<file path="config.mk">
export PLATFORM = sky130hd
export DESIGN_NAME = pn_replay_guard
export DESIGN_NICKNAME = d
export VERILOG_FILES = /design/src/rtl/pn_guard_pkg.sv /design/src/rtl/pn_width_mask.sv /design/src/rtl/pn_order_check.sv /design/src/rtl/pn_replay_guard.sv
export SDC_FILE = /design/constraint.sdc
export NUM_CORES = 1
export LEC_CHECK = 0
export ABC_AREA = 0
export BUFFER_PORTS_ARGS = -buffer_cell sky130_fd_sc_hd__buf_2
export CAP_MARGIN = 20
export CORE_ASPECT_RATIO = 1.5
export CORE_MARGIN = 2
export CORE_UTILIZATION = 46
export CTS_CLUSTER_DIAMETER = 120
export DETAILED_ROUTE_END_ITERATION = 10
export MAX_ROUTING_LAYER = met4
export PLACE_DENSITY = 0.77
export REMOVE_ABC_BUFFERS = 1
export SLEW_MARGIN = 20
export SYNTH_ARGS = -nofsm -noshare
export SYNTH_HDL_FRONTEND = slang
export SYNTH_SLANG_ARGS = --single-unit
</file>
<file path="constraint.sdc">
create_clock -name clk -period 3.3 [get_ports clk]
set_input_delay 0.33 -clock clk [delete_from_list [all_inputs] [get_ports clk]]
set_output_delay 0.33 -clock clk [all_outputs]
set_load 0.02 [all_outputs]
</file>
<file path="src/rtl/pn_guard_pkg.sv">
package pn_guard_pkg;

    localparam int PN_BITS  = 128;
    localparam int NARROW_W = 24;
    localparam int MID_W    = 48;

    typedef enum logic [1:0] {
        PNW_NARROW = 2'd0,
        PNW_MID    = 2'd1,
        PNW_FULL   = 2'd2,
        PNW_BAD    = 2'd3
    } pn_width_e;

    typedef struct packed {
        logic [PN_BITS-1:0] pn;
        logic               valid;
        logic               err;
        logic               res_vld;
        logic               res_acc;
        logic               res_rej;
        logic               res_byp;
    } guard_state_t;

endpackage

</file>
<file path="src/rtl/pn_width_mask.sv">
module pn_width_mask
    import pn_guard_pkg::*;
#(
    parameter int PN_W = PN_BITS
) (
    input  logic [1:0]      width,
    input  logic [PN_W-1:0] rx_pn,
    input  logic [PN_W-1:0] st_pn,
    output logic [PN_W-1:0] rx_m,
    output logic [PN_W-1:0] st_m,
    output logic            legal
);

    pn_width_e wsel;
    assign wsel  = pn_width_e'(width);
    assign legal = (wsel != PNW_BAD);

    // Each bit lane decides on its own whether it lies inside the selected width.
    for (genvar i = 0; i < PN_W; i++) begin : g_lane
        localparam bit IN_NARROW = (i < NARROW_W);
        localparam bit IN_MID    = (i < MID_W);
        logic keep;
        always_comb begin
            case (wsel)
                PNW_NARROW: keep = IN_NARROW;
                PNW_MID:    keep = IN_MID;
                PNW_FULL:   keep = 1'b1;
                default:    keep = 1'b0;
            endcase
        end
        assign rx_m[i] = rx_pn[i] & keep;
        assign st_m[i] = st_pn[i] & keep;
    end

endmodule

</file>
<file path="src/rtl/pn_order_check.sv">
module pn_order_check #(
    parameter int PN_W  = 128,
    parameter int SEG_W = 16
) (
    input  logic [PN_W-1:0] rx_m,
    input  logic [PN_W-1:0] st_m,
    input  logic            even_only,
    input  logic            odd_only,
    output logic            pass
);

    localparam int NSEG = PN_W / SEG_W;

    logic [NSEG-1:0] seg_gt;
    logic [NSEG-1:0] seg_eq;

    // Segment-wise compare, then a ripple from least to most significant segment.
    for (genvar s = 0; s < NSEG; s++) begin : g_seg
        logic [SEG_W-1:0] a;
        logic [SEG_W-1:0] b;
        assign a         = rx_m[s*SEG_W +: SEG_W];
        assign b         = st_m[s*SEG_W +: SEG_W];
        assign seg_gt[s] = (a > b);
        assign seg_eq[s] = (a == b);
    end

    logic greater;
    always_comb begin
        greater = 1'b0;
        for (int s = 0; s < NSEG; s++) begin
            greater = seg_gt[s] | (seg_eq[s] & greater);
        end
    end

    logic parity_ok;
    assign parity_ok = !(even_only && rx_m[0]) && !(odd_only && !rx_m[0]);
    assign pass      = greater && parity_ok;

endmodule

</file>
<file path="src/rtl/pn_replay_guard.sv">
module pn_replay_guard
    import pn_guard_pkg::*;
#(
    parameter int PN_W  = PN_BITS,
    parameter int SEG_W = 16
) (
    input  logic            clk,
    input  logic            rst_n,
    input  logic            frm_valid,
    input  logic [PN_W-1:0] frm_pn,
    input  logic            cfg_check_en,
    input  logic [1:0]      cfg_width,
    input  logic            cfg_even_only,
    input  logic            cfg_odd_only,
    input  logic            cfg_err_handle_en,
    input  logic            sw_load,
    input  logic [PN_W-1:0] sw_load_pn,
    input  logic            sw_load_valid,
    input  logic            sw_clr_err,
    output logic            res_valid,
    output logic            res_accept,
    output logic            res_reject,
    output logic            res_bypass,
    output logic            pn_valid,
    output logic            pn_err,
    output logic [PN_W-1:0] last_pn
);

    guard_state_t st_q, st_d;

    logic [PN_W-1:0] rx_m;
    logic [PN_W-1:0] st_m;
    logic            width_ok;
    logic            order_ok;

    pn_width_mask #(.PN_W(PN_W)) u_mask (
        .width (cfg_width),
        .rx_pn (frm_pn),
        .st_pn (st_q.pn),
        .rx_m  (rx_m),
        .st_m  (st_m),
        .legal (width_ok)
    );

    pn_order_check #(.PN_W(PN_W), .SEG_W(SEG_W)) u_order (
        .rx_m      (rx_m),
        .st_m      (st_m),
        .even_only (cfg_even_only),
        .odd_only  (cfg_odd_only),
        .pass      (order_ok)
    );

    always_comb begin
        logic fail;
        st_d         = st_q;
        st_d.res_vld = frm_valid;
        st_d.res_acc = 1'b0;
        st_d.res_rej = 1'b0;
        st_d.res_byp = 1'b0;
        fail         = 1'b0;

        if (frm_valid) begin
            if (st_q.err) begin
                st_d.res_byp = 1'b1;
            end else if (!cfg_check_en) begin
                st_d.res_acc = 1'b1;
            end else if (!width_ok) begin
                fail = 1'b1;
            end else if (!st_q.valid) begin
                st_d.res_acc = 1'b1;
                st_d.pn      = rx_m;
                st_d.valid   = 1'b1;
            end else if (order_ok) begin
                st_d.res_acc = 1'b1;
                st_d.pn      = rx_m;
            end else begin
                fail = 1'b1;
            end
        end

        if (fail) begin
            st_d.res_rej = 1'b1;
            if (cfg_err_handle_en) st_d.err = 1'b1;
        end

        if (sw_load) begin
            st_d.pn    = sw_load_pn;
            st_d.valid = sw_load_valid;
        end

        if (sw_clr_err) st_d.err = 1'b0;
    end

    always_ff @(posedge clk or negedge rst_n) begin
        if (!rst_n) st_q <= '0;
        else        st_q <= st_d;
    end

    assign res_valid  = st_q.res_vld;
    assign res_accept = st_q.res_acc;
    assign res_reject = st_q.res_rej;
    assign res_bypass = st_q.res_byp;
    assign pn_valid   = st_q.valid;
    assign pn_err     = st_q.err;
    assign last_pn    = st_q.pn;

endmodule

</file>
# == Word-level counts from Yosys, hierarchy flattened ==
# Cells that the tools add are included.
# op_classes
magnitude_cmp,8
eq_ne,12
mux,28
n_bitwise,270
reduce_logical,18
# op_table
op,n
$mux W129,5
$and A1 B1 Y1,263
$mux W128,2
$gt A16 B16 Y1,8
$eq A16 B16 Y1,7
$mux W1,21
$reduce_bool A2 Y1,5
$or A1 B1 Y1,7
$reduce_and A5 Y1,1
$logic_and A1 B1 Y1,4
$ne A2 B2 Y1 const B,2
$reduce_and A4 Y1,1
$logic_not A1 Y1,3
$ne A3 B2 Y1 const B,1
$reduce_or A3 Y1,1
$eq A2 B1 Y1 const B,1
$eq A2 B2 Y1 const B,1
$logic_not A2 Y1,1
$reduce_and A2 Y1,1
$reduce_or A2 Y1,1
# word_totals
regBits,134
out_inout_bits,134

# == Logic depth before layout (Yosys ltp) ==
# logic_depth
ltp_word,28
mapped_depth,20

# == Hierarchy ==
# Synthesis repeated with hierarchy kept, for this count alone.
# hier_totals
cells_unflattened,1399
area_unflattened_um2,12429.4
# modules_own_cells
mod,n_inst,cells_each,area_per_inst_um2
pn_replay_guard,1,649,7363.3
pn_order_check,1,462,3283.1
pn_width_mask,1,288,1783.0

# == Worst setup path after synthesis ==
# No wires, ideal clock.
# synth_path
path_kind,input port to flip-flop
start,input cfg_width[0]
end,"register st_q, in the netlist last_pn[10]"
setup_ns,0.125
arrival_ns,4.216
path_slack_ns,-1.041
stages,19
path_buffers,6
path_cell_list,inv_1 > ha_1 > clkbuf_1 > clkbuf_1 > clkbuf_1 > clkbuf_1 > nand2_1 > ha_1 > nand4_1 > nor2_1 > nand2_1 > or3_1 > a211oi_1 > a311oi_2 > o31ai_1 > buf_6 > buf_6 > mux2_4 > mux2_2
# synth_between
elab_chain_cells,22
# synth_lines
element,line,text
start: declaration,pn_replay_guard.sv:12,"input logic [1:0] cfg_width,"
"$eq A2 B1 Y1, or another cell as far along",pn_width_mask.sv:24,case (wsel)
$reduce_or A3 Y1 (no line) / $reduce_or A2 Y1 (equally long branches),n/a,
$mux W1,pn_width_mask.sv:24,
$and A1 B1 Y1 (on tied branches),"pn_width_mask.sv:31, pn_width_mask.sv:32",
$gt A16 B16 Y1 / $eq A16 B16 Y1 (equally long branches),"pn_order_check.sv:23, pn_order_check.sv:24",
$and A1 B1 Y1,pn_order_check.sv:31,greater = seg_gt[s] | (seg_eq[s] & greater);
$or A1 B1 Y1,pn_order_check.sv:31,
$and A1 B1 Y1,pn_order_check.sv:31,
[... 6 more ...],n/a,
$or A1 B1 Y1,pn_order_check.sv:31,
$and A1 B1 Y1,pn_order_check.sv:31,
$or A1 B1 Y1,pn_order_check.sv:31,
$and A1 B1 Y1,pn_order_check.sv:31,
$or A1 B1 Y1,pn_order_check.sv:31,
$logic_and A1 B1 Y1,pn_order_check.sv:37,assign pass = greater && parity_ok;
$ne A3 B2 Y1 (no line),n/a,
$reduce_and A5 Y1 (no line),n/a,
end signal: assignment,pn_replay_guard.sv:96,else st_q <= st_d;
end: declaration,pn_replay_guard.sv:29,"guard_state_t st_q, st_d;"
# Several ways; a longest one is shown, not always the timed one. The select of a mux whose other input is x is not followed.
# A chain may end at the register's enable or synchronous reset.

# == Final worst setup path ==
# layout_path
start,input cfg_width[0]
end,"register st_q, in the netlist last_pn[31]"
# The elaborated chain is that of the path after synthesis.

==> impl_results.html <==
<table>
<tr><th>Metric</th><th>Value</th></tr>
<tr><th colspan="2">Synthesis</th></tr>
<tr><td>Number of cells produced by synthesis</td><td>1251</td></tr>
<tr><td>Ys async rst share</td><td>100%</td></tr>
<tr><td>Cell area after synthesis</td><td>11000 um^2</td></tr>
<tr><td>Synthesis warning total</td><td>0</td></tr>
<tr><td>Number of enable flip-flop cells after synthesis</td><td>0</td></tr>
<tr><td>Most area-hungry cell type in the Yosys netlist</td><td>sky130_fd_sc_hd__dfrtp_1</td></tr>
<tr><td>Number of distinct standard cells referenced by the synthesized netlist</td><td>46</td></tr>
<tr><td>Sequential element share of the synthesized area</td><td>30.5%</td></tr>
<tr><td>Area contributors post-synth</td><td>sky130_fd_sc_hd__dfrtp_1 (31%), sky130_fd_sc_hd__ha_1 (15%), sky130_fd_sc_hd__a21oi_1 (8.9%), sky130_fd_sc_hd__nor2b_1 (7.6%), sky130_fd_sc_hd__mux2_2 (6.4%)</td></tr>
<tr><td>Ys flop type</td><td>sky130_fd_sc_hd__dfrtp_1</td></tr>
<tr><td>Share of the synthesized area in the top cell type</td><td>30.5%</td></tr>
<tr><td>Mean area per synthesized cell</td><td>8.78 um^2</td></tr>
<tr><td>Flop and latch count out of synthesis</td><td>134</td></tr>
<tr><th colspan="2">Timing</th></tr>
<tr><td>Setup total negative slack</td><td>-57400 ps</td></tr>
<tr><td>Number of max-slew violations in the final report</td><td>0</td></tr>
<tr><td>Crit path setup slack, layout</td><td>-546 ps</td></tr>
<tr><td>Finish-stage setup viols</td><td>131</td></tr>
<tr><td>Unrepaired setup endpoints after global routing</td><td>yes</td></tr>
<tr><td>Max-Slew Margin vs Limit</td><td>44.2%</td></tr>
<tr><td>Final period util</td><td>117%</td></tr>
<tr><td>Number of hold-slack violations in the final timing report</td><td>0</td></tr>
<tr><td>Transition time at the pin with the least slew margin</td><td>837 ps</td></tr>
<tr><td>Final setup skew</td><td>10.6 ps</td></tr>
<tr><td>Highest Clock Rate</td><td>0.260 GHz</td></tr>
<tr><td>Time the worst path needs with I/O delays and setup</td><td>3850 ps</td></tr>
<tr><th colspan="2">Drt</th></tr>
<tr><td>Number of detailed-route iterations in the first pass</td><td>7</td></tr>
<tr><td>Vias</td><td>12800</td></tr>
<tr><td>Post-DR wirelength/cell</td><td>22.5 um</td></tr>
<tr><td>Count of unresolved DRC violations after routing</td><td>0</td></tr>
<tr><td>Routed Antenna Nets</td><td>0</td></tr>
<tr><td>Routed WL</td><td>49000 um</td></tr>
<tr><td>Post-DR vias/cell</td><td>5.86</td></tr>
<tr><td>Initial DRC Count</td><td>824</td></tr>
<tr><th colspan="2">Setup path</th></tr>
<tr><td>Capturing element type of the critical path</td><td>flip-flop</td></tr>
<tr><td>Critical Path Source Type</td><td>input port</td></tr>
<tr><td>Type of the worst setup path</td><td>in -&gt; reg</td></tr>
<tr><td>Max stage delay cell, worst path</td><td>sky130_fd_sc_hd__or4_4</td></tr>
<tr><td>Cell-by-cell listing of the critical path</td><td>buf_6 &gt; buf_6 &gt; ha_4 &gt; buf_12 &gt; buf_12 &gt; nand2b_4 &gt; ha_1 &gt; nand4_1 &gt; or4_4 &gt; a21oi_4 &gt; nor3_4 &gt; o22ai_4 &gt; a311oi_4 &gt; o31ai_4 &gt; buf_12 &gt; buf_16 &gt; mux2_4 &gt; mux2_4</td></tr>
<tr><td>Maximum fanout encountered on the critical timing path</td><td>13</td></tr>
<tr><td>CP Data Required Time</td><td>3630 ps</td></tr>
<tr><td>Most used cell along the critical path</td><td>sky130_fd_sc_hd__buf_12</td></tr>
<tr><td>CP top delay family</td><td>simple AND/OR/NAND/NOR gates</td></tr>
<tr><td>Total buffers and inverters traversed by the critical path</td><td>6</td></tr>
<tr><td>Worst stage delay on the critical path</td><td>570 ps</td></tr>
<tr><td>Critical path data arrival time</td><td>4180 ps</td></tr>
<tr><th colspan="2">Cells and area</th></tr>
<tr><td>Net count, final</td><td>2237</td></tr>
<tr><td>Area growth from synthesis to layout</td><td>60.5%</td></tr>
<tr><td>Total area of sequential cells</td><td>3350 um^2</td></tr>
<tr><td>Area of the multi-input gates</td><td>8350 um^2</td></tr>
<tr><td>Layout fillers</td><td>1554</td></tr>
<tr><td>Layout Utilization</td><td>74.8%</td></tr>
<tr><td>Layout cells sized above 1</td><td>52.0%</td></tr>
<tr><th colspan="2">Placed design</th></tr>
<tr><td>Minimum setup slack after placement</td><td>-1110 ps</td></tr>
<tr><td>Final GP Congestion</td><td>0.922</td></tr>
<tr><td>Port bufs</td><td>401</td></tr>
<tr><td>Post-detail-place hpwl</td><td>28800 um</td></tr>
<tr><th colspan="2">Floorplanning</th></tr>
<tr><td>Number of rows created at floorplan</td><td>69</td></tr>
<tr><td>Number of ports placed on the die boundary</td><td>402</td></tr>
<tr><td>Core footprint</td><td>23600 um^2</td></tr>
<tr><td>Die span in y</td><td>193 um</td></tr>
<tr><td>Initial standard-cell utilization of the core</td><td>46.6%</td></tr>
<tr><td>Die footprint</td><td>25200 um^2</td></tr>
<tr><td>X dimension of the die</td><td>130 um</td></tr>
<tr><th colspan="2">Clock network</th></tr>
<tr><td>Number of levels in the clock H-tree</td><td>4</td></tr>
<tr><td>Maximum clock insertion buffer count</td><td>2</td></tr>
<tr><td>TritonCTS Buffers</td><td>17</td></tr>
<tr><td>Clock-pin slew on the worst setup and hold paths</td><td>70 ps</td></tr>
<tr><td>Clock tree from TritonCTS</td><td>done</td></tr>
<tr><td>Root Driver</td><td>sky130_fd_sc_hd__clkbuf_16</td></tr>
<tr><td>Clock insertion delay at the later pin of the skew report</td><td>450 ps</td></tr>
<tr><td>Total number of clock tree sinks</td><td>134</td></tr>
<tr><th colspan="2">GRT</th></tr>
<tr><td>Overflow left after global routing</td><td>0</td></tr>
<tr><td>Largest net degree at the start of global routing</td><td>90</td></tr>
<tr><td>Global routing usage on met3</td><td>7.13%</td></tr>
<tr><td>Routing usage on met2</td><td>59.6%</td></tr>
<tr><td>Global-route track usage on met1</td><td>36.4%</td></tr>
<tr><td>Number of global-route vias before repair</td><td>12800</td></tr>
<tr><td>Number of antenna violations at the first check in global routing</td><td>9</td></tr>
<tr><td>Layer carrying the most global-route usage</td><td>met2</td></tr>
<tr><td>Total global routing track utilization</td><td>35.4%</td></tr>
<tr><td>First-pass GRT wire length</td><td>66600 um</td></tr>
<tr><th colspan="2">Pwr</th></tr>
<tr><td>VDD IR-drop max</td><td>388 uV</td></tr>
<tr><td>P per Cell Area</td><td>422 nW/um^2</td></tr>
<tr><td>Static Leak</td><td>8.25 nW</td></tr>
<tr><th colspan="2">Flow run</th></tr>
<tr><td>Max-capacitance violation count</td><td>0</td></tr>
<tr><th colspan="2">Worst hold path</th></tr>
<tr><td>Class of the tightest hold or removal check</td><td>in -&gt; reg</td></tr>
<tr><th colspan="2">Outcome</th></tr>
<tr><td>Violated checks</td><td>setup timing</td></tr>
<tr><td>Result of the run</td><td>complete, but fails checks</td></tr>
</table>
==> routing by layer <==
layer  vias to the layer above  routed length [um]
met5                         -                   0
met2                       776               24800
met1                      6085               16700
met3                       266                3530
li1                       5642                   -
met4                         0                3900
==> final timing paths <==
kind,depth (start not counted),to,from,slack (ps)
min in group asynchronous,2,last_pn[107],rst_n,550
setup reg to reg,14,last_pn[31],last_pn[43],-290
hold reg to reg,2,last_pn[103],last_pn[103],550
hold / removal,2,pn_err,sw_clr_err,50
max in group asynchronous,3,last_pn[48],rst_n,1960
setup / recovery,18,last_pn[31],cfg_width[0],-550
==> cell type report <==
class,instances,share of cell area [%]
clock inverter,11,1.10
sequential,134,19.0
tap,319,2.26
timing repair buffer,651,27.1
clock buffer,21,2.73
multi-input combinational,1024,47.4
antenna,10,0.142
inverter,10,0.241
==> report_power, final <==
group / internal (mW) / leakage, nW / switching (mW)
registers: 1.84 / 1.54 / 0.167
logic: 1.55 / 6.39 / 1.64
clock network: 1.42 / 0.318 / 0.823
total: 4.80 / 8.25 / 2.63
==> Yosys cell counts, types with 14 or more instances <==
| master | number |
|---|---|
| sky130_fd_sc_hd__and2_1 | 82 |
| sky130_fd_sc_hd__o21ai_0 | 94 |
| sky130_fd_sc_hd__nand3_1 | 14 |
| sky130_fd_sc_hd__nor2_1 | 20 |
| sky130_fd_sc_hd__mux2_4 | 30 |
| sky130_fd_sc_hd__nor2b_1 | 134 |
| sky130_fd_sc_hd__nand2_1 | 102 |
| sky130_fd_sc_hd__nand2b_1 | 54 |
| sky130_fd_sc_hd__ha_1 | 131 |
| sky130_fd_sc_hd__a21oi_1 | 196 |
| sky130_fd_sc_hd__dfrtp_1 | 134 |
| sky130_fd_sc_hd__clkbuf_1 | 60 |
| sky130_fd_sc_hd__mux2_2 | 62 |
| sky130_fd_sc_hd__nand4_1 | 26 |
==> flip-flops by register name, indices dropped and copies added, names as in the netlist <==
signal,cells
res_bypass,1
res_reject,1
last_pn,128
res_accept,1
pn_err,1
pn_valid,1
res_valid,1
==> per-stage QoR <==
stage / total power, mW / hold slack, ps / cell area, um^2 / cells
finish: 7.44 / 48.4 / 17600 / 2180
global route: 7.69 / 49.9 / 17600 / 2179
CTS: 6.92 / 37.6 / 16500 / 2140
detailed placement: 4.32 / 447 / 14500 / 2062
global placement: 4.26 / 441 / 14500 / 2062
floorplan: 3.26 / 34.4 / 10600 / 1168
==> kinds of logic (layout without fill, tap and decap cells) <==
family,count (synthesis),count (layout),share of synthesized area (%)
buffers and inverters,93,693,3.58
flip-flops,134,134,30.5
multiplexers,97,97,10.9
AO/OA/AOI/OAI,345,345,17.2
other,0,10,0
adder cells (fa/ha/maj),131,131,14.9
AND/OR/NAND/NOR,451,451,22.8
==> cell usage in the layout, fill, tap and decap left out, types with 7 or more instances in the layout <==
cell type,count
sky130_fd_sc_hd__clkbuf_16,25
sky130_fd_sc_hd__nor2_1,18
sky130_fd_sc_hd__inv_1,9
sky130_fd_sc_hd__o21ai_1,10
sky130_fd_sc_hd__nand2_1,101
sky130_fd_sc_hd__a21oi_2,61
sky130_fd_sc_hd__a21oi_1,132
sky130_fd_sc_hd__o21ai_2,31
sky130_fd_sc_hd__nor2b_1,115
sky130_fd_sc_hd__o21ai_0,52
sky130_fd_sc_hd__and2_1,75
sky130_fd_sc_hd__nand2b_4,14
sky130_fd_sc_hd__buf_4,183
sky130_fd_sc_hd__o211ai_1,8
sky130_fd_sc_hd__buf_12,24
sky130_fd_sc_hd__diode_2,10
sky130_fd_sc_hd__mux2_4,48
sky130_fd_sc_hd__buf_6,14
sky130_fd_sc_hd__buf_8,8
sky130_fd_sc_hd__buf_16,14
sky130_fd_sc_hd__buf_2,397
sky130_fd_sc_hd__nand3_1,13
sky130_fd_sc_hd__ha_4,17
sky130_fd_sc_hd__dfrtp_1,134
sky130_fd_sc_hd__and2_4,7
sky130_fd_sc_hd__mux2_2,46
sky130_fd_sc_hd__ha_1,113
sky130_fd_sc_hd__nand4_1,26
sky130_fd_sc_hd__nand2b_1,40
sky130_fd_sc_hd__nor2b_2,15
sky130_fd_sc_hd__a21o_1,11
==> repair_timing <==
action	in CTS	in global routing
pin swaps	51	70
cloned	15	10
resized for setup	134	205
buffers inserted	31	24
hold buffers	1	0
endpoints found under the hold margin	54	0
setup endpoints to repair	131	131
==> worst reg2reg max path, stage by stage (launching register included) <==
cell and delay [ps]:
sky130_fd_sc_hd__dfrtp_1 360, sky130_fd_sc_hd__nand2b_1 80, sky130_fd_sc_hd__ha_1 310, sky130_fd_sc_hd__nand4_1 190, sky130_fd_sc_hd__nor4_2 340, sky130_fd_sc_hd__buf_4 190, sky130_fd_sc_hd__o211ai_1 160, sky130_fd_sc_hd__a2111oi_4 290
sky130_fd_sc_hd__o22ai_4 130, sky130_fd_sc_hd__a311oi_4 340, sky130_fd_sc_hd__o31ai_4 130, sky130_fd_sc_hd__buf_12 180, sky130_fd_sc_hd__buf_16 180, sky130_fd_sc_hd__mux2_4 320, sky130_fd_sc_hd__mux2_4 280
Power figures use the tool's default switching activity.
